`src/rtl/usbh_in_pkg.sv`:
```
package usbh_in_pkg;
  typedef enum logic [1:0] {
    ST_IDLE = 2'd0,
    ST_WAIT = 2'd1,
    ST_DATA = 2'd2,
    ST_DONE = 2'd3
  } rx_state_e;

  localparam logic [15:0] CRC_POLY     = 16'h8005;
  localparam logic [15:0] CRC_RESIDUAL = 16'h800D;
  localparam logic [2:0]  PID_DATA_LSB = 3'b011;
endpackage

```
`src/rtl/usbh_in_unstuff.sv`:
```
module usbh_in_unstuff #(
  parameter int unsigned RUN_LEN = 6
) (
  input  logic clk,
  input  logic rst_n,
  input  logic clr_i,
  input  logic bit_vld_i,
  input  logic bit_i,
  output logic dat_vld_o,
  output logic dat_o,
  output logic viol_o
);
  localparam int unsigned OW = $clog2(RUN_LEN + 1);

  logic [OW-1:0] ones_q, ones_d;
  logic          slot;

  assign slot      = (ones_q == OW'(RUN_LEN));
  assign dat_vld_o = bit_vld_i && !slot;
  assign dat_o     = bit_i;
  assign viol_o    = bit_vld_i && slot && bit_i;

  always_comb begin
    ones_d = ones_q;
    if (clr_i) begin
      ones_d = '0;
    end else if (bit_vld_i) begin
      if (slot || !bit_i) ones_d = '0;
      else                ones_d = ones_q + OW'(1);
    end
  end

  always_ff @(posedge clk or negedge rst_n) begin
    if (!rst_n) ones_q <= '0;
    else        ones_q <= ones_d;
  end


  run_bound_chk: assert property (@(posedge clk) disable iff (!rst_n)
    ones_q <= OW'(RUN_LEN));


  stuff_slot_chk: assert property (@(posedge clk) disable iff (!rst_n)
    (bit_vld_i && slot) |=> (ones_q == '0));
endmodule

```
`src/rtl/usbh_in_crc16.sv`:
```
module usbh_in_crc16
  import usbh_in_pkg::*;
(
  input  logic        clk,
  input  logic        rst_n,
  input  logic        clr_i,
  input  logic        en_i,
  input  logic        din_i,
  output logic [15:0] crc_o
);
  logic [15:0] crc_q, crc_d;
  logic        fb;

  assign fb    = din_i ^ crc_q[15];
  assign crc_o = crc_q;

  always_comb begin
    crc_d = crc_q;
    if (clr_i)     crc_d = '1;
    else if (en_i) crc_d = {crc_q[14:0], 1'b0} ^ (fb ? CRC_POLY : 16'h0000);
  end

  always_ff @(posedge clk or negedge rst_n) begin
    if (!rst_n) crc_q <= '1;
    else        crc_q <= crc_d;
  end


  preset_chk: assert property (@(posedge clk) disable iff (!rst_n)
    clr_i |=> (crc_o == 16'hFFFF));
endmodule

```
`src/rtl/usbh_in_rx.sv`:
```
module usbh_in_rx
  import usbh_in_pkg::*;
#(
  parameter int unsigned TIMEOUT_BITS = 18,
  parameter int unsigned CLKS_PER_BIT = 4,
  parameter int unsigned RUN_LEN      = 6
) (
  input  logic       clk,
  input  logic       rst_n,
  input  logic       start_i,
  input  logic       int_en_i,
  input  logic       bit_vld_i,
  input  logic       bit_i,
  input  logic       eop_i,
  output logic       busy_o,
  output logic       done_o,
  output logic       ack_o,
  output logic       err_irq_o,
  output logic       cmp_irq_o,
  output logic       sts_timeout_o,
  output logic       sts_crc_o,
  output logic       sts_nonoct_o,
  output logic       sts_stuff_o,
  output logic       sts_rxerr_o,
  output logic [3:0] pid_o,
  output logic [7:0] byte_o,
  output logic       byte_vld_o
);
  localparam int unsigned LIMIT = TIMEOUT_BITS * CLKS_PER_BIT;
  localparam int unsigned TW    = $clog2(LIMIT + 1);

  // reset: asserted asynchronously, released on a clock edge
  logic [1:0] rst_pipe;
  logic       rst_nq;
  always_ff @(posedge clk or negedge rst_n) begin
    if (!rst_n) rst_pipe <= 2'b00;
    else        rst_pipe <= {rst_pipe[0], 1'b1};
  end
  assign rst_nq = rst_pipe[1];

  rx_state_e   state_q, state_d;
  logic [TW-1:0] tmr_q, tmr_d;
  logic [2:0]  cnt_q, cnt_d;
  logic [7:0]  sh_q, sh_d;
  logic        bvld_q, bvld_d;
  logic        busy_q, busy_d;
  logic        ien_q, ien_d;
  logic        tmo_q, tmo_d;
  logic        crc_q, crc_d;
  logic        non_q, non_d;
  logic        stf_q, stf_d;
  logic        rxe_q, rxe_d;
  logic [3:0]  pid_q, pid_d;

  logic        ds_vld, ds_bit, ds_viol, us_clr;
  logic        crc_clr, crc_en;
  logic [15:0] crc_val;
  logic [7:0]  cand;
  logic        pid_ok, tmr_end;

  assign us_clr = (state_q == ST_IDLE) || eop_i;

  usbh_in_unstuff #(.RUN_LEN(RUN_LEN)) u_unstuff (
    .clk       (clk),
    .rst_n     (rst_nq),
    .clr_i     (us_clr),
    .bit_vld_i (bit_vld_i),
    .bit_i     (bit_i),
    .dat_vld_o (ds_vld),
    .dat_o     (ds_bit),
    .viol_o    (ds_viol)
  );

  assign cand    = {ds_bit, sh_q[7:1]};
  assign pid_ok  = (state_q == ST_WAIT) && ds_vld && !eop_i && (cnt_q == 3'd7) &&
                   (cand[7:4] == ~cand[3:0]) && (cand[2:0] == PID_DATA_LSB);
  assign tmr_end = (tmr_q == TW'(LIMIT - 1));
  assign crc_clr = pid_ok;
  assign crc_en  = (state_q == ST_DATA) && ds_vld && !eop_i;

  usbh_in_crc16 u_crc (
    .clk   (clk),
    .rst_n (rst_nq),
    .clr_i (crc_clr),
    .en_i  (crc_en),
    .din_i (ds_bit),
    .crc_o (crc_val)
  );

  always_comb begin
    state_d = state_q;
    tmr_d   = tmr_q;
    cnt_d   = cnt_q;
    sh_d    = sh_q;
    bvld_d  = 1'b0;
    busy_d  = busy_q;
    ien_d   = ien_q;
    tmo_d   = tmo_q;
    crc_d   = crc_q;
    non_d   = non_q;
    stf_d   = stf_q;
    rxe_d   = rxe_q;
    pid_d   = pid_q;
    unique case (state_q)
      ST_IDLE: begin
        if (start_i) begin
          state_d = ST_WAIT;
          tmr_d   = '0;
          cnt_d   = '0;
          busy_d  = 1'b1;
          ien_d   = int_en_i;
          tmo_d   = 1'b0;
          crc_d   = 1'b0;
          non_d   = 1'b0;
          stf_d   = 1'b0;
          rxe_d   = 1'b0;
          pid_d   = '0;
        end
      end
      ST_WAIT: begin
        if (pid_ok) begin
          state_d = ST_DATA;
          pid_d   = cand[3:0];
          cnt_d   = '0;
        end else if (tmr_end) begin
          state_d = ST_DONE;
          tmo_d   = 1'b1;
          busy_d  = 1'b0;
        end else begin
          tmr_d = tmr_q + TW'(1);
          if (eop_i) begin
            cnt_d = '0;
          end else if (ds_vld) begin
            cnt_d = cnt_q + 3'd1;
            sh_d  = cand;
          end
        end
      end
      ST_DATA: begin
        if (eop_i) begin
          state_d = ST_DONE;
          busy_d  = 1'b0;
          crc_d   = (crc_val != CRC_RESIDUAL);
          non_d   = (cnt_q != 3'd0);
          rxe_d   = (crc_val != CRC_RESIDUAL) || (cnt_q != 3'd0) || stf_q;
        end else begin
          if (ds_viol) stf_d = 1'b1;
          if (ds_vld) begin
            cnt_d  = cnt_q + 3'd1;
            sh_d   = cand;
            bvld_d = (cnt_q == 3'd7);
          end
        end
      end
      ST_DONE: state_d = ST_IDLE;
      default: state_d = ST_IDLE;
    endcase
  end

  always_ff @(posedge clk or negedge rst_nq) begin
    if (!rst_nq) begin
      state_q <= ST_IDLE;
      tmr_q   <= '0;
      cnt_q   <= '0;
      sh_q    <= '0;
      bvld_q  <= 1'b0;
      busy_q  <= 1'b0;
      ien_q   <= 1'b0;
      tmo_q   <= 1'b0;
      crc_q   <= 1'b0;
      non_q   <= 1'b0;
      stf_q   <= 1'b0;
      rxe_q   <= 1'b0;
      pid_q   <= '0;
    end else begin
      state_q <= state_d;
      tmr_q   <= tmr_d;
      cnt_q   <= cnt_d;
      sh_q    <= sh_d;
      bvld_q  <= bvld_d;
      busy_q  <= busy_d;
      ien_q   <= ien_d;
      tmo_q   <= tmo_d;
      crc_q   <= crc_d;
      non_q   <= non_d;
      stf_q   <= stf_d;
      rxe_q   <= rxe_d;
      pid_q   <= pid_d;
    end
  end

  logic any_err;
  assign any_err       = tmo_q || rxe_q;
  assign done_o        = (state_q == ST_DONE);
  assign ack_o         = done_o && !any_err;
  assign err_irq_o     = done_o && any_err;
  assign cmp_irq_o     = done_o && !any_err && ien_q;
  assign busy_o        = busy_q;
  assign sts_timeout_o = tmo_q;
  assign sts_crc_o     = crc_q;
  assign sts_nonoct_o  = non_q;
  assign sts_stuff_o   = stf_q;
  assign sts_rxerr_o   = rxe_q;
  assign pid_o         = pid_q;
  assign byte_o        = sh_q;
  assign byte_vld_o    = bvld_q;


  ack_clean_chk: assert property (@(posedge clk) disable iff (!rst_nq)
    ack_o |-> (!err_irq_o && !sts_timeout_o && !sts_rxerr_o));


  done_pulse_chk: assert property (@(posedge clk) disable iff (!rst_nq)
    done_o |=> (!done_o && !busy_o));


  cmp_gate_chk: assert property (@(posedge clk) disable iff (!rst_nq)
    cmp_irq_o |-> ack_o);


  tmo_irq_chk: assert property (@(posedge clk) disable iff (!rst_nq)
    (done_o && sts_timeout_o) |-> (err_irq_o && !ack_o));


  rxerr_sum_chk: assert property (@(posedge clk) disable iff (!rst_nq)
    (done_o && (sts_crc_o || sts_nonoct_o || sts_stuff_o)) |-> (sts_rxerr_o && err_irq_o));


  byte_in_txn_chk: assert property (@(posedge clk) disable iff (!rst_nq)
    byte_vld_o |-> busy_o);
endmodule

```
`config.mk`:
```
export PLATFORM = sky130hd
export DESIGN_NAME = usbh_in_rx
export DESIGN_NICKNAME = d
export VERILOG_FILES = /design/src/rtl/usbh_in_pkg.sv /design/src/rtl/usbh_in_unstuff.sv /design/src/rtl/usbh_in_crc16.sv /design/src/rtl/usbh_in_rx.sv
export SDC_FILE = /design/constraint.sdc
export NUM_CORES = 1
export LEC_CHECK = 0
export CAP_MARGIN = 15
export CELL_PAD_IN_SITES_DETAIL_PLACEMENT = 1
export CELL_PAD_IN_SITES_GLOBAL_PLACEMENT = 2
export CORE_UTILIZATION = 36
export DETAILED_ROUTE_END_ITERATION = 10
export GPL_ROUTABILITY_DRIVEN = 1
export MAX_ROUTING_LAYER = met4
export PLACE_DENSITY = 0.78
export SLEW_MARGIN = 5
export SYNTH_ARGS = -nofsm -noshare
export SYNTH_HDL_FRONTEND = slang
export SYNTH_SLANG_ARGS = --single-unit
```
`constraint.sdc`:
```
create_clock -name clk -period 1.9 [get_ports clk]
set_clock_uncertainty 0.2 [all_clocks]
set_input_delay 0.38 -clock clk [delete_from_list [all_inputs] [get_ports clk]]
set_output_delay 0.38 -clock clk [all_outputs]
set_load 0.01 [all_outputs]
```
# Yosys cells after proc, flatten, opt, wreduce, memory -nomap -nowiden
# Cells that the tools add are included.
# classes
addsub	3
n_eq_ne	19
n_mux	51
bitwise	3
n_reduce_logical	40
# ops
op	count
$mux W16	3
$mux W8	4
$mux W3	9
$mux W7	3
$ne A16 B16 Y1 const B	1
$ne A2 B2 Y1 const B	8
$pmux W8 S2	1
$reduce_and A4 Y1	4
$xor A16 B16 Y16	1
$mux W1	15
$pmux W7 S2	1
$logic_and A1 B1 Y1	13
$reduce_and A3 Y1	4
$pmux W1 S2	5
$reduce_bool A2 Y1	5
$pmux W3 S3	1
$mux W2	4
$mux W4	2
$pmux W2 S4	1
$pmux W4 S2	1
$add A7 B1 Y7 const B	1
$eq A7 B7 Y1 const B	1
$add A3 B1 Y3 const B	2
$eq A3 B3 Y1 const B	2
other kinds (14)	24
# totals
reg_bits	53
inputBits	7
out_inout_bits	23

# Longest topological paths before layout
# Gate-level depths: netlist of run 1.
# logic_depth
word_depth	10
ltp_mapped	8
mapped_depth_nobuf	7

# Cells and area by module
# A second synthesis of run 1 with hierarchy kept.
# hier_totals
hier_cells	266
hier_area_um2	2860.2
# modules_own_cells
module	n_inst	cells_each	area_each_um2	seq_area_each_um2
usbh_in_rx	1	188	1943.1	850.8
usbh_in_crc16	1	56	726.9	420.4
usbh_in_unstuff	1	22	190.2	75.1

# Least setup slack after synthesis of run 1
# No wires, ideal clock.
# synth_timing
path_kind	register to register
from	register cnt_q[1]
to	register state_q[1]
setup_ns	0.125
arrival_ns	1.875
t_required_ns	1.575
path_slack_ns	-0.299
stages_incl_launch_ff	8
n_path_buf	0
period_less_slack_ns	2.199
cell_sequence	dfrtp_1 > ha_1 > ha_1 > nor4bb_1 > nand3_1 > or2_1 > a31oi_1 > mux2_2
# synth_between
elab_chain_len	6
# synth_rtl
element	line	rtl
start: declaration	usbh_in_rx.sv:43	logic [2:0] cnt_q, cnt_d;
start signal: assignment	usbh_in_rx.sv:178	cnt_q <= cnt_d;
$eq A3 B3 Y1 (*)	usbh_in_rx.sv:75	assign pid_ok = (state_q == ST_WAIT) && ds_vld && !eop_i && (cnt_q == 3'd7) &&
$logic_and A1 B1 Y1 (*) (2 in series)	usbh_in_rx.sv:75	
$logic_and A1 B1 Y1 (*)	usbh_in_rx.sv:76	(cand[7:4] == ~cand[3:0]) && (cand[2:0] == PID_DATA_LSB);
$mux W2 or $ne A3 B3 Y1 (tied branches)	n/a	
$pmux W2 S4 or $reduce_and A3 Y1 (tied branches)	n/a	
end signal: assignment	usbh_in_rx.sv:176	state_q <= state_d;
end: declaration	usbh_in_rx.sv:41	rx_state_e state_q, state_d;
# Mark *: on every way between the ends. The rest lies on a longest branch, timed or not.
# A chain may end at the register's enable or synchronous reset.

# Final worst setup path of run 1
# layout_timing
from	register state_q[1]
to	register state_q[1]
# layout_between
elab_chain_len	8
# layout_rtl
element	line
$eq A2 B1 Y1	usbh_in_rx.sv:75, usbh_in_rx.sv:104
$logic_and A1 B1 Y1 (4 in series)	usbh_in_rx.sv:75
$logic_and A1 B1 Y1	usbh_in_rx.sv:76
$mux W2 or $ne A3 B3 Y1 (tied branches)	n/a
$pmux W2 S4 or $reduce_and A3 Y1 (tied branches)	n/a
# Parallel ways exist; a longest one is shown, timed or not.

==> results of run 1 <==
worst paths after layout:
kind	endpoint	slack [ps]	cells past startpoint
setup reg to reg	state_q[1]$_DFFE_PN0P_	-310	7
hold / removal	rst_pipe[0]$_DFF_PN0_	-2	1
max in group asynchronous	u_crc.crc_o[15]$_DFFE_PN1P_	870	1
min in group clk	rst_pipe[1]$_DFF_PN0_	160	0
setup / recovery	state_q[1]$_DFFE_PN0P_	-310	7
hold reg to reg	byte_vld_o$_DFF_PN0_	20	0
kinds of logic after synthesis:
| kind of cell | synth area share |
|---|---|
| simple gates | 0.2299 |
| flops | 0.5037 |
| compound gates | 0.1199 |
| buf+inv | 0.02762 |
| mux | 0.05759 |
| fa+ha+maj | 0.04682 |
| xor+xnor | 0.01311 |
| other cells | 0.001403 |
state kept, by name (all words and copies together) (netlist names):
name / flops
sts_nonoct_o: 1
u_unstuff.ones_q: 3
sts_crc_o: 1
cnt_q: 3
sts_timeout_o: 1
busy_o: 1
ien_q: 1
sts_rxerr_o: 1
u_crc.crc_o: 16
pid_o: 4
state_q: 2
byte_vld_o: 1
byte_o: 8
tmr_q: 7
rst_pipe: 2
sts_stuff_o: 1
final cells by class:
class	instances	share of cell area
multi-input cells	197	0.3779
flip-flops and latches	53	0.3302
repair buffers	108	0.2306
well taps	99	0.03032
clock buffers	5	0.01685
inverters	8	0.007963
clock inverters	3	0.006126
critical path: cells and delay by family (launching register included):
kind	cells	cell delay [ps]
AND/OR/NAND/NOR	3	610
flip-flops	1	430
multiplexers	1	360
adder cells (fa/ha/maj)	1	210
AO/OA/AOI/OAI	1	160
buffers and inverters	1	130
power by group through the flow:
stage                     clock [uW]  sequential (uW)  combinational [uW]
after floorplan                    0             1750                1090
after global placement             0             1700                2130
after detailed placement           0             1700                2200
after CTS                        710             1680                2450
after global routing             763             1720                2840
final                            699             1680                2630
cell usage in the layout (no fill, tap or decap), types with 5 or more instances in the layout:
cell,synthesis,layout
mux2_2,11,11
nand3_2,0,16
o21ai_0,16,13
buf_4,0,65
nor2_1,12,7
buf_6,1,8
nand3_1,23,5
dfstp_2,16,16
nand2b_1,5,5
dlygate4sd2_1,0,9
inv_1,8,5
clkbuf_8,0,5
nor2_4,1,5
dfrtp_1,37,35
nand2_1,50,49
and2_1,5,5
clkdlybuf4s50_1,0,16
routing by layer:
metal / up-vias / part of all wire / global-route usage
met5: - / 0 / -
met4: 0 / 0.016 / 0.06012
met3: 11 / 0.022 / 0.03205
met2: 38 / 0.50 / 0.3762
met1: 1228 / 0.46 / 0.3004
li1: 1155 / - / -
per-stage QoR:
step | util | total power [uW]
2_1_floorplan | - | 2835
3_3_place_gp | 0.4953 | 3830
3_5_place_dp | 0.4953 | 3899
4_1_cts | 0.5565 | 4843
5_1_grt | 0.5663 | 5322
6_report | 0.5663 | 5010
what timing repair did:
item | CTS | global route
endpoints found under the setup margin | 58 | 52
pin swaps | 17 | 7
gates resized for setup | 80 | 17
setup buffers | 13 | 10
gates cloned | 2 | 0
==> impl_metrics.tcl, run 1 <==
set metrics [dict create \
    status "complete, but fails checks" \
    violations "hold timing, setup timing" \
    min_period_ps 2206 \
    arrival_ps 2220 \
    antenna_left 0 \
    io_buffers 29 \
    reg2reg_from "state_q[1]$_DFFE_PN0P_" \
    cts_sinks 53 \
    insertion_delay_ps 320 \
    power.share.sequential 0.335 \
    grt_use_total 0.2304 \
    net-switching-power_uw 1896 \
    cts_root_buffer "clkbuf_8" \
    yosysSeqAreaShare 0.5037 \
    yosys.area.top_type_share 0.3464 \
    crit_chain "inv_2 > ha_4 > and4b_1 > nand3_2 > or2_4 > a31oi_2 > mux2_2" \
    finalWorstSetupSlack_ps -306.2 \
    cp-startpoint "state_q[1]$_DFFE_PN0P_" \
    dpl.hpwl_um 5306 \
    end_kind "flop" \
    crit_slowest_cell "dfrtp_1" \
    cp.required_ps 1910 \
    ys_ff_latch 53 \
    ys.flop_type "dfrtp_1" \
    synth-edff-count 0 \
    die-area_sq_um 7772 \
    grt_pass1_wl_um 13120 \
    layout-drive-gt1-share 0.4706 \
    crit_type "reg2reg" \
    postLayoutCellArea_sq_um 4085 \
    place.gp.congestion 0.8157 \
    worstPathMaxFanout 8 \
    synth_area_sq_um 2673 \
    place_area_sq_um 3573 \
    grt_setup_unrepaired "true" \
    multi_input_area_sq_um 1544 \
    synth.area.top_cells "dfrtp_1 (35%), dfstp_2 (16%), nand2_1 (7.0%)" \
    ys_top_cells_by_count "nand2_1 (50), dfrtp_1 (37), nand3_1 (23)" \
    synth_async_sr_flop_share 1.000 \
    clock_power_share 0.139 \
    cts_tree "built" \
    grt_max_degree 24 \
    cts_buffers 5 \
    final_cell_count_no_fill 473 \
    vdd_drop_max_mv 0.5581 \
    synth_most_common_cell "nand2_1" \
    start_util 0.3704 \
    power.density_nw_per_um2 1226 \
    p_comb_frac 0.525 \
    antenna_found_initial 0 \
    clk_pin_slew_worst_paths_ps 110 \
    p_sw_frac 0.3783 \
    n_antenna_cell 0 \
    fmax_ghz 0.4533 \
    cts.path.max_buffers 2 \
    min_path_type "in2async" \
    die_w_um 88.16 \
    leakage_uw 0.001920 \
    routed_wl_um 8272 \
    coreArea_sq_um 7214 \
    hold_viol_final 2 \
    fin_hold_ws_ps -2.073 \
    dp_slack_ps -645.6 \
    drtIter0Drc 89 \
    ios 30 \
    area_delta_synth_final_pct 52.86 \
    placed_cells 444 \
    synth_cell_types 55 \
    start_kind "flop" \
    slew_violations 0 \
    finalCritPeriodShare 1.161 \
    seq_area_sq_um 1349 \
    syn_area_per_cell_sq_um 10.01 \
    netlist_instances 267 \
    htree_levels 2 \
    synth_nets 284 \
    synth_top_cell_by_area "dfrtp_1" \
    fillCellCount 793 \
    rows 31 \
    first_pass_iters 4 \
    setup_viol 43 \
    yosys_warnings 0 \
    post_drt_wl_per_cell_um 17.49 \
    internal_power_uw 3115 \
    cpPeakStageDelay_ps 430 \
    grt-ovfl-total 0 \
    vias 2432 \
    cap_violations 0 \
    drc_errors 0 \
    vias_per_cell 5.142 \
    cts_hold_repair.buffers 0 \
    nets 390 \
    fp.dieH_um 88.16 \
    fin_setup_tns_ps -6224 \
    grt_pass1_vias 2531 \
]
No activity file was read; power rests on OpenSTA's default activity.
==> run 2, diff against run 1 <==
--- a/config.mk
+++ b/config.mk
@@ -8,11 +8,12 @@
 export CAP_MARGIN = 15
 export CELL_PAD_IN_SITES_DETAIL_PLACEMENT = 1
 export CELL_PAD_IN_SITES_GLOBAL_PLACEMENT = 2
-export CORE_UTILIZATION = 36
+export CORE_UTILIZATION = 40
 export DETAILED_ROUTE_END_ITERATION = 10
+export DONT_BUFFER_PORTS = 1
 export GPL_ROUTABILITY_DRIVEN = 1
 export MAX_ROUTING_LAYER = met4
-export PLACE_DENSITY = 0.78
+export PLACE_DENSITY = 0.77
 export SLEW_MARGIN = 5
 export SYNTH_ARGS = -nofsm -noshare
 export SYNTH_HDL_FRONTEND = slang
==> run 2 against run 1 <==
  * The flow finishes with violations (setup timing)
  * Clock power decreased by 2%
  * Fmax increased by 0.80%
  * Largest cell class unchanged
  * Worst setup slack improved by 18 ps
  * Count of clock-buffer cells in the layout unchanged
  * Global-route usage increased by 1.3 points
  * Die area decreased by 9.8%
  * Worst hold slack improved by 27 ps
  * First-iteration DRC count increased by 40%
  * Combinational power increased by 11%
  * Utilization increased by 7.5 points
==> impl_metrics.tcl, run 2 (same netlist as run 1, synthesis figures left out) <==
set metrics [dict create \
    status "complete, but fails checks" \
    violations "setup timing" \
    hold_viol_final 0 \
    rows 29 \
    dp_slack_ps -321.1 \
    nets 366 \
    dpl.hpwl_um 5172 \
    min_period_ps 2189 \
    hold_depth 2 \
    drc_errors 0 \
    worst_pin_slew_ps 535.3 \
    finalCritPeriodShare 1.152 \
    vias 2394 \
    grt-ovfl-total 0 \
    htree_levels 2 \
    antenna_found_initial 0 \
    holdCritStartpoint "bit_vld_i" \
    worstPathMaxFanout 4 \
    first_pass_iters 6 \
    crit_type "reg2reg" \
    place_area_sq_um 3196 \
    cap_violations 0 \
    grt_pass1_vias 2494 \
    fp.dieH_um 83.74 \
    report.power.total_uw 5357 \
    setup_viol 50 \
    insertion_delay_ps 320 \
    grt_max_degree 29 \
    layout-drive-gt1-share 0.5429 \
    cts_root_buffer "clkbuf_8" \
    max-slew-margin-rel 0.6419 \
    cp-startpoint "u_unstuff.ones_q[0]$_DFFE_PN0P_" \
    crit_slowest_cell "dfrtp_1" \
    finalWorstSetupSlack_ps -288.7 \
    layout_commonest_cell "buf_4" \
    grt_pass1_wl_um 12960 \
    cpPeakStageDelay_ps 360 \
    io_buffers 0 \
    reg2reg_setup_slack_ps -290 \
    die-area_sq_um 7012 \
    grt_setup_unrepaired "true" \
    final_cell_mix "buf_4 (54), nand2_1 (42), dfrtp_1 (35), buf_6 (19), dfstp_2 (16)" \
    largest_reg_flops 16 \
    ios 30 \
    postLayoutCellArea_sq_um 4096 \
    crit_buf_inv 2 \
    start_util 0.4185 \
    area_delta_synth_final_pct 53.28 \
    cts_sinks 53 \
    drtIter0Drc 125 \
    reg2reg_from "u_unstuff.ones_q[0]$_DFFE_PN0P_" \
    reg2regPathDepth 8 \
    cts_buffers 5 \
    cts.path.max_buffers 2 \
    crit_chain "inv_1 > ha_2 > a21bo_4 > or2_4 > buf_6 > nor2_4 > o211ai_1 > mux2_4" \
    arrival_ps 2190 \
    vdd_drop_max_mv 0.8914 \
    clk_pin_slew_worst_paths_ps 100 \
    min_path_type "in2reg" \
    post-route-util 0.6415 \
    cts_tree "built" \
    end_kind "flop" \
    die_w_um 83.74 \
    final_cell_count_no_fill 427 \
    placed_cells 385 \
    leakage_uw 0.001913 \
    worstSetupPathDepth 8 \
    vias_per_cell 5.607 \
    antenna_left 0 \
    cp.required_ps 1910 \
    n_antenna_cell 0 \
    coreArea_sq_um 6386 \
    slew_violations 0 \
    routed_wl_um 8903 \
    place.gp.congestion 0.8514 \
    fmax_ghz 0.4569 \
    grt_use_total 0.2432 \
    start_kind "flop" \
    power.density_nw_per_um2 1308 \
    critPathTopFamily "compound AO/OA/AOI/OAI gates" \
    post_drt_wl_per_cell_um 20.85 \
]
[run 2: cell types whose count changed in the layout (fill, tap and decap cells not counted), sizes merged]
cell	delta
clkdlybuf4s50	-16
clkinvlp	+1
inv	-1
dlygate4sd3	+6
buf	-5
dlygate4sd2	-9
[run 2: final timing paths]
| check | to |
|---|---|
| worst max-delay path | cnt_q[0]$_DFFE_PN0P_ |
| worst min-delay path | u_unstuff.ones_q[0]$_DFFE_PN0P_ |
| worst max register to register | cnt_q[0]$_DFFE_PN0P_ |
| worst min register to register | byte_o[0]$_DFFE_PN0P_ |
| max in group asynchronous | tmr_q[0]$_DFFE_PN0P_ |
| min in group asynchronous | rst_pipe[0]$_DFF_PN0_ |
[run 2: timing repair]
action | CTS | global route
endpoints found under the setup margin | 49 | 51
hold buffers | 6 | 0
buffers inserted | 16 | 16
resized for setup | 53 | 69
cloned | 0 | 2
pin swaps | 28 | 35
hold endpoints to repair | 8 | 0
[run 2: through the flow]
stage,hold slack (ps),setup TNS [ps]
CTS,6.993,-3006
finish,24.62,-6474
global route,23.63,-8801
global placement,-115.6,-3836
detailed placement,-115.6,-5544
floorplan,-115.6,-805.4
[run 2: routing by layer]
metal  global-route usage  routed length, um  vias to the layer above
li1                     -                  -                     1109
met1               0.3066               3745                     1223
met2               0.3932               4578                       44
met3              0.05242                328                       18
met4              0.07550                250                        0
met5                    -                  0                        -
[run 2: cell type report]
cell class	count	area, sq um
clock buffers	5	68.82
clock inverters	3	26.28
fillers	653	2290
inverters	8	30.03
multi-input cells	197	1757
flip-flops and latches	53	1349
well taps	77	96.34
repair buffers	84	769.5
[run 2: report_power, final]
part	internal, uW	total, uW	switching (uW)	leakage (uW)
logic	1560	2930	1380	0.00122
registers	1470	1740	272	0.000652
clock network	269	684	415	0.0000423
total	3290	5360	2060	0.00191
==> run 3, diff against run 2 <==
--- a/config.mk
+++ b/config.mk
@@ -8,6 +8,7 @@
 export CAP_MARGIN = 15
 export CELL_PAD_IN_SITES_DETAIL_PLACEMENT = 1
 export CELL_PAD_IN_SITES_GLOBAL_PLACEMENT = 2
+export CORE_MARGIN = 2
 export CORE_UTILIZATION = 40
 export DETAILED_ROUTE_END_ITERATION = 10
 export DONT_BUFFER_PORTS = 1
==> run 3 against run 2 <==
  * The flow finishes with violations (hold timing, setup timing)
  * Fmax down 1.8%
  * Design area down 3.9%
  * Count of clock-buffer cells in the layout unchanged
==> impl_metrics.tcl, run 3 (same netlist as run 1, synthesis figures left out) <==
set metrics [dict create \
    final_cell_mix "buf_4 (54), nand2_1 (44), dfrtp_1 (35), nand3_2 (17), dfstp_2 (16)" \
    htree_levels 2 \
    die-area_sq_um 7351 \
    n_antenna_cell 0 \
    crit_type "reg2reg" \
    leakage_uw 0.001844 \
    critPathTopFamily "simple AND/OR/NAND/NOR gates" \
    crit_chain "ha_4 > ha_4 > nor4bb_4 > nand3_2 > buf_6 > and4_1 > o221a_4 > mux2_4" \
    vias 2325 \
    cts_sinks 53 \
    antenna_left 0 \
    cap_violations 0 \
    end_kind "flop" \
    vdd_drop_max_mv 0.6359 \
    setup_viol 47 \
    status "complete, but fails checks" \
    grt_setup_unrepaired "true" \
    r2r-end "cnt_q[0]$_DFFE_PN0P_" \
    worstPathMaxFanout 3 \
    io_buffers 0 \
    nets 357 \
    grt_max_degree 36 \
    power.density_nw_per_um2 1279 \
    coreArea_sq_um 6422 \
    rows 29 \
    grt-ovfl-total 0 \
    worstSetupPathDepth 8 \
    drtIter0Drc 70 \
    reg2reg_setup_slack_ps -330 \
    insertion_delay_ps 320 \
    first_pass_iters 8 \
    grt_pass1_vias 2469 \
    finalCritPeriodShare 1.173 \
    dpl.hpwl_um 5130 \
    violations "hold timing, setup timing" \
    cpPeakStageDelay_ps 440 \
    largest_reg_flops 16 \
    fmax_ghz 0.4486 \
    cts_tree "built" \
    crit_buf_inv 1 \
    cts_root_buffer "clkbuf_8" \
    grt_pass1_wl_um 12490 \
    fin_hold_ws_ps -5.809 \
    routed_wl_um 8162 \
    reg2reg_from "cnt_q[0]$_DFFE_PN0P_" \
    min_period_ps 2229 \
    place.gp.congestion 0.7805 \
    cp.required_ps 1910 \
    ios 30 \
    cp_common_cell "ha_4" \
    arrival_ps 2240 \
    die_w_um 85.74 \
    report.power.total_uw 5034 \
    antenna_found_initial 0 \
    crit_slowest_cell "dfrtp_1" \
    finalWorstSetupSlack_ps -329.1 \
    fp.dieH_um 85.74 \
    cts.path.max_buffers 2 \
    grt_use_total 0.2229 \
    clk_pin_slew_worst_paths_ps 110 \
    cts_buffers 5 \
    reg2regPathDepth 8 \
    min_path_type "reg2async" \
    layout-drive-gt1-share 0.5279 \
    start_kind "flop" \
    start_util 0.4161 \
    slew_violations 0 \
    vias_per_cell 5.562 \
    layout_commonest_cell "buf_4" \
    area_delta_synth_final_pct 47.28 \
    drc_errors 0 \
    post_drt_wl_per_cell_um 19.53 \
    fin_setup_tns_ps -7832 \
    hold_viol_final 10 \
]
[run 3: cell types whose count changed in the layout (fill, tap and decap cells not counted), sizes merged]
cell,before,now
dlygate4sd3,6,3
clkinvlp,2,1
clkinv,0,1
buf,77,71
[run 3: power breakdown]
group          switching, uW  total [uW]  leakage (uW)  internal (uW)
clock                    416         679     0.0000445            263
sequential               265        1730      0.000652           1470
combinational           1270        2620       0.00115           1360
total                   1950        5030       0.00184           3090
[run 3: layer usage]
layer / vias up / wire length, um / GRT usage
met4: 0 / 95 / 0.04906
met1: 1183 / 3642 / 0.2903
met5: - / 0 / -
li1: 1087 / - / -
met2: 47 / 4135 / 0.3643
met3: 8 / 289 / 0.04235
[run 3: stage by stage]
step                      setup WS (ps)  hold slack, ps  utilization  cells  instance area [sq um]
after floorplan                  -223.5          -115.6            -    267                   2768
after global placement           -215.0          -115.5       0.5034    390                   3233
after detailed placement         -254.8          -115.5       0.5034    390                   3233
after CTS                        -236.6           1.180       0.5607    411                   3601
after global routing             -396.9           1.781       0.6129    418                   3936
final                            -329.1          -5.809       0.6129    418                   3936
[run 3: timing repair]
action | 4_1_cts | 5_1_grt
resized for setup | 44 | 61
pin swaps | 23 | 16
hold endpoints to repair | 4 | 1
gates cloned | 0 | 1
buffers inserted | 11 | 8
endpoints found under the setup margin | 49 | 53
hold buffers | 2 | 1
[run 3: area by class of cell]
type                            instances  area [sq um]
Fill cell                             695          2486
Multi-Input combinational cell        197          1698
Sequential cell                        53          1349
Timing Repair Buffer                   75         673.1
Tap cell                               77         96.34
Clock buffer                            5         68.82
Inverter                                8         30.03
Clock inverter                          3         21.27
[run 3: how the worst max path moves through the flow]
stage,from,endpoint
3_3_place_gp,cnt_q[0]$_DFFE_PN0P_,cnt_q[0]$_DFFE_PN0P_
2_1_floorplan,u_unstuff.ones_q[0]$_DFFE_PN0P_,state_q[1]$_DFFE_PN0P_
3_5_place_dp,cnt_q[1]$_DFFE_PN0P_,cnt_q[0]$_DFFE_PN0P_
5_1_grt,cnt_q[0]$_DFFE_PN0P_,cnt_q[0]$_DFFE_PN0P_
4_1_cts,cnt_q[0]$_DFFE_PN0P_,tmr_q[2]$_DFFE_PN0P_
6_report,cnt_q[0]$_DFFE_PN0P_,cnt_q[0]$_DFFE_PN0P_
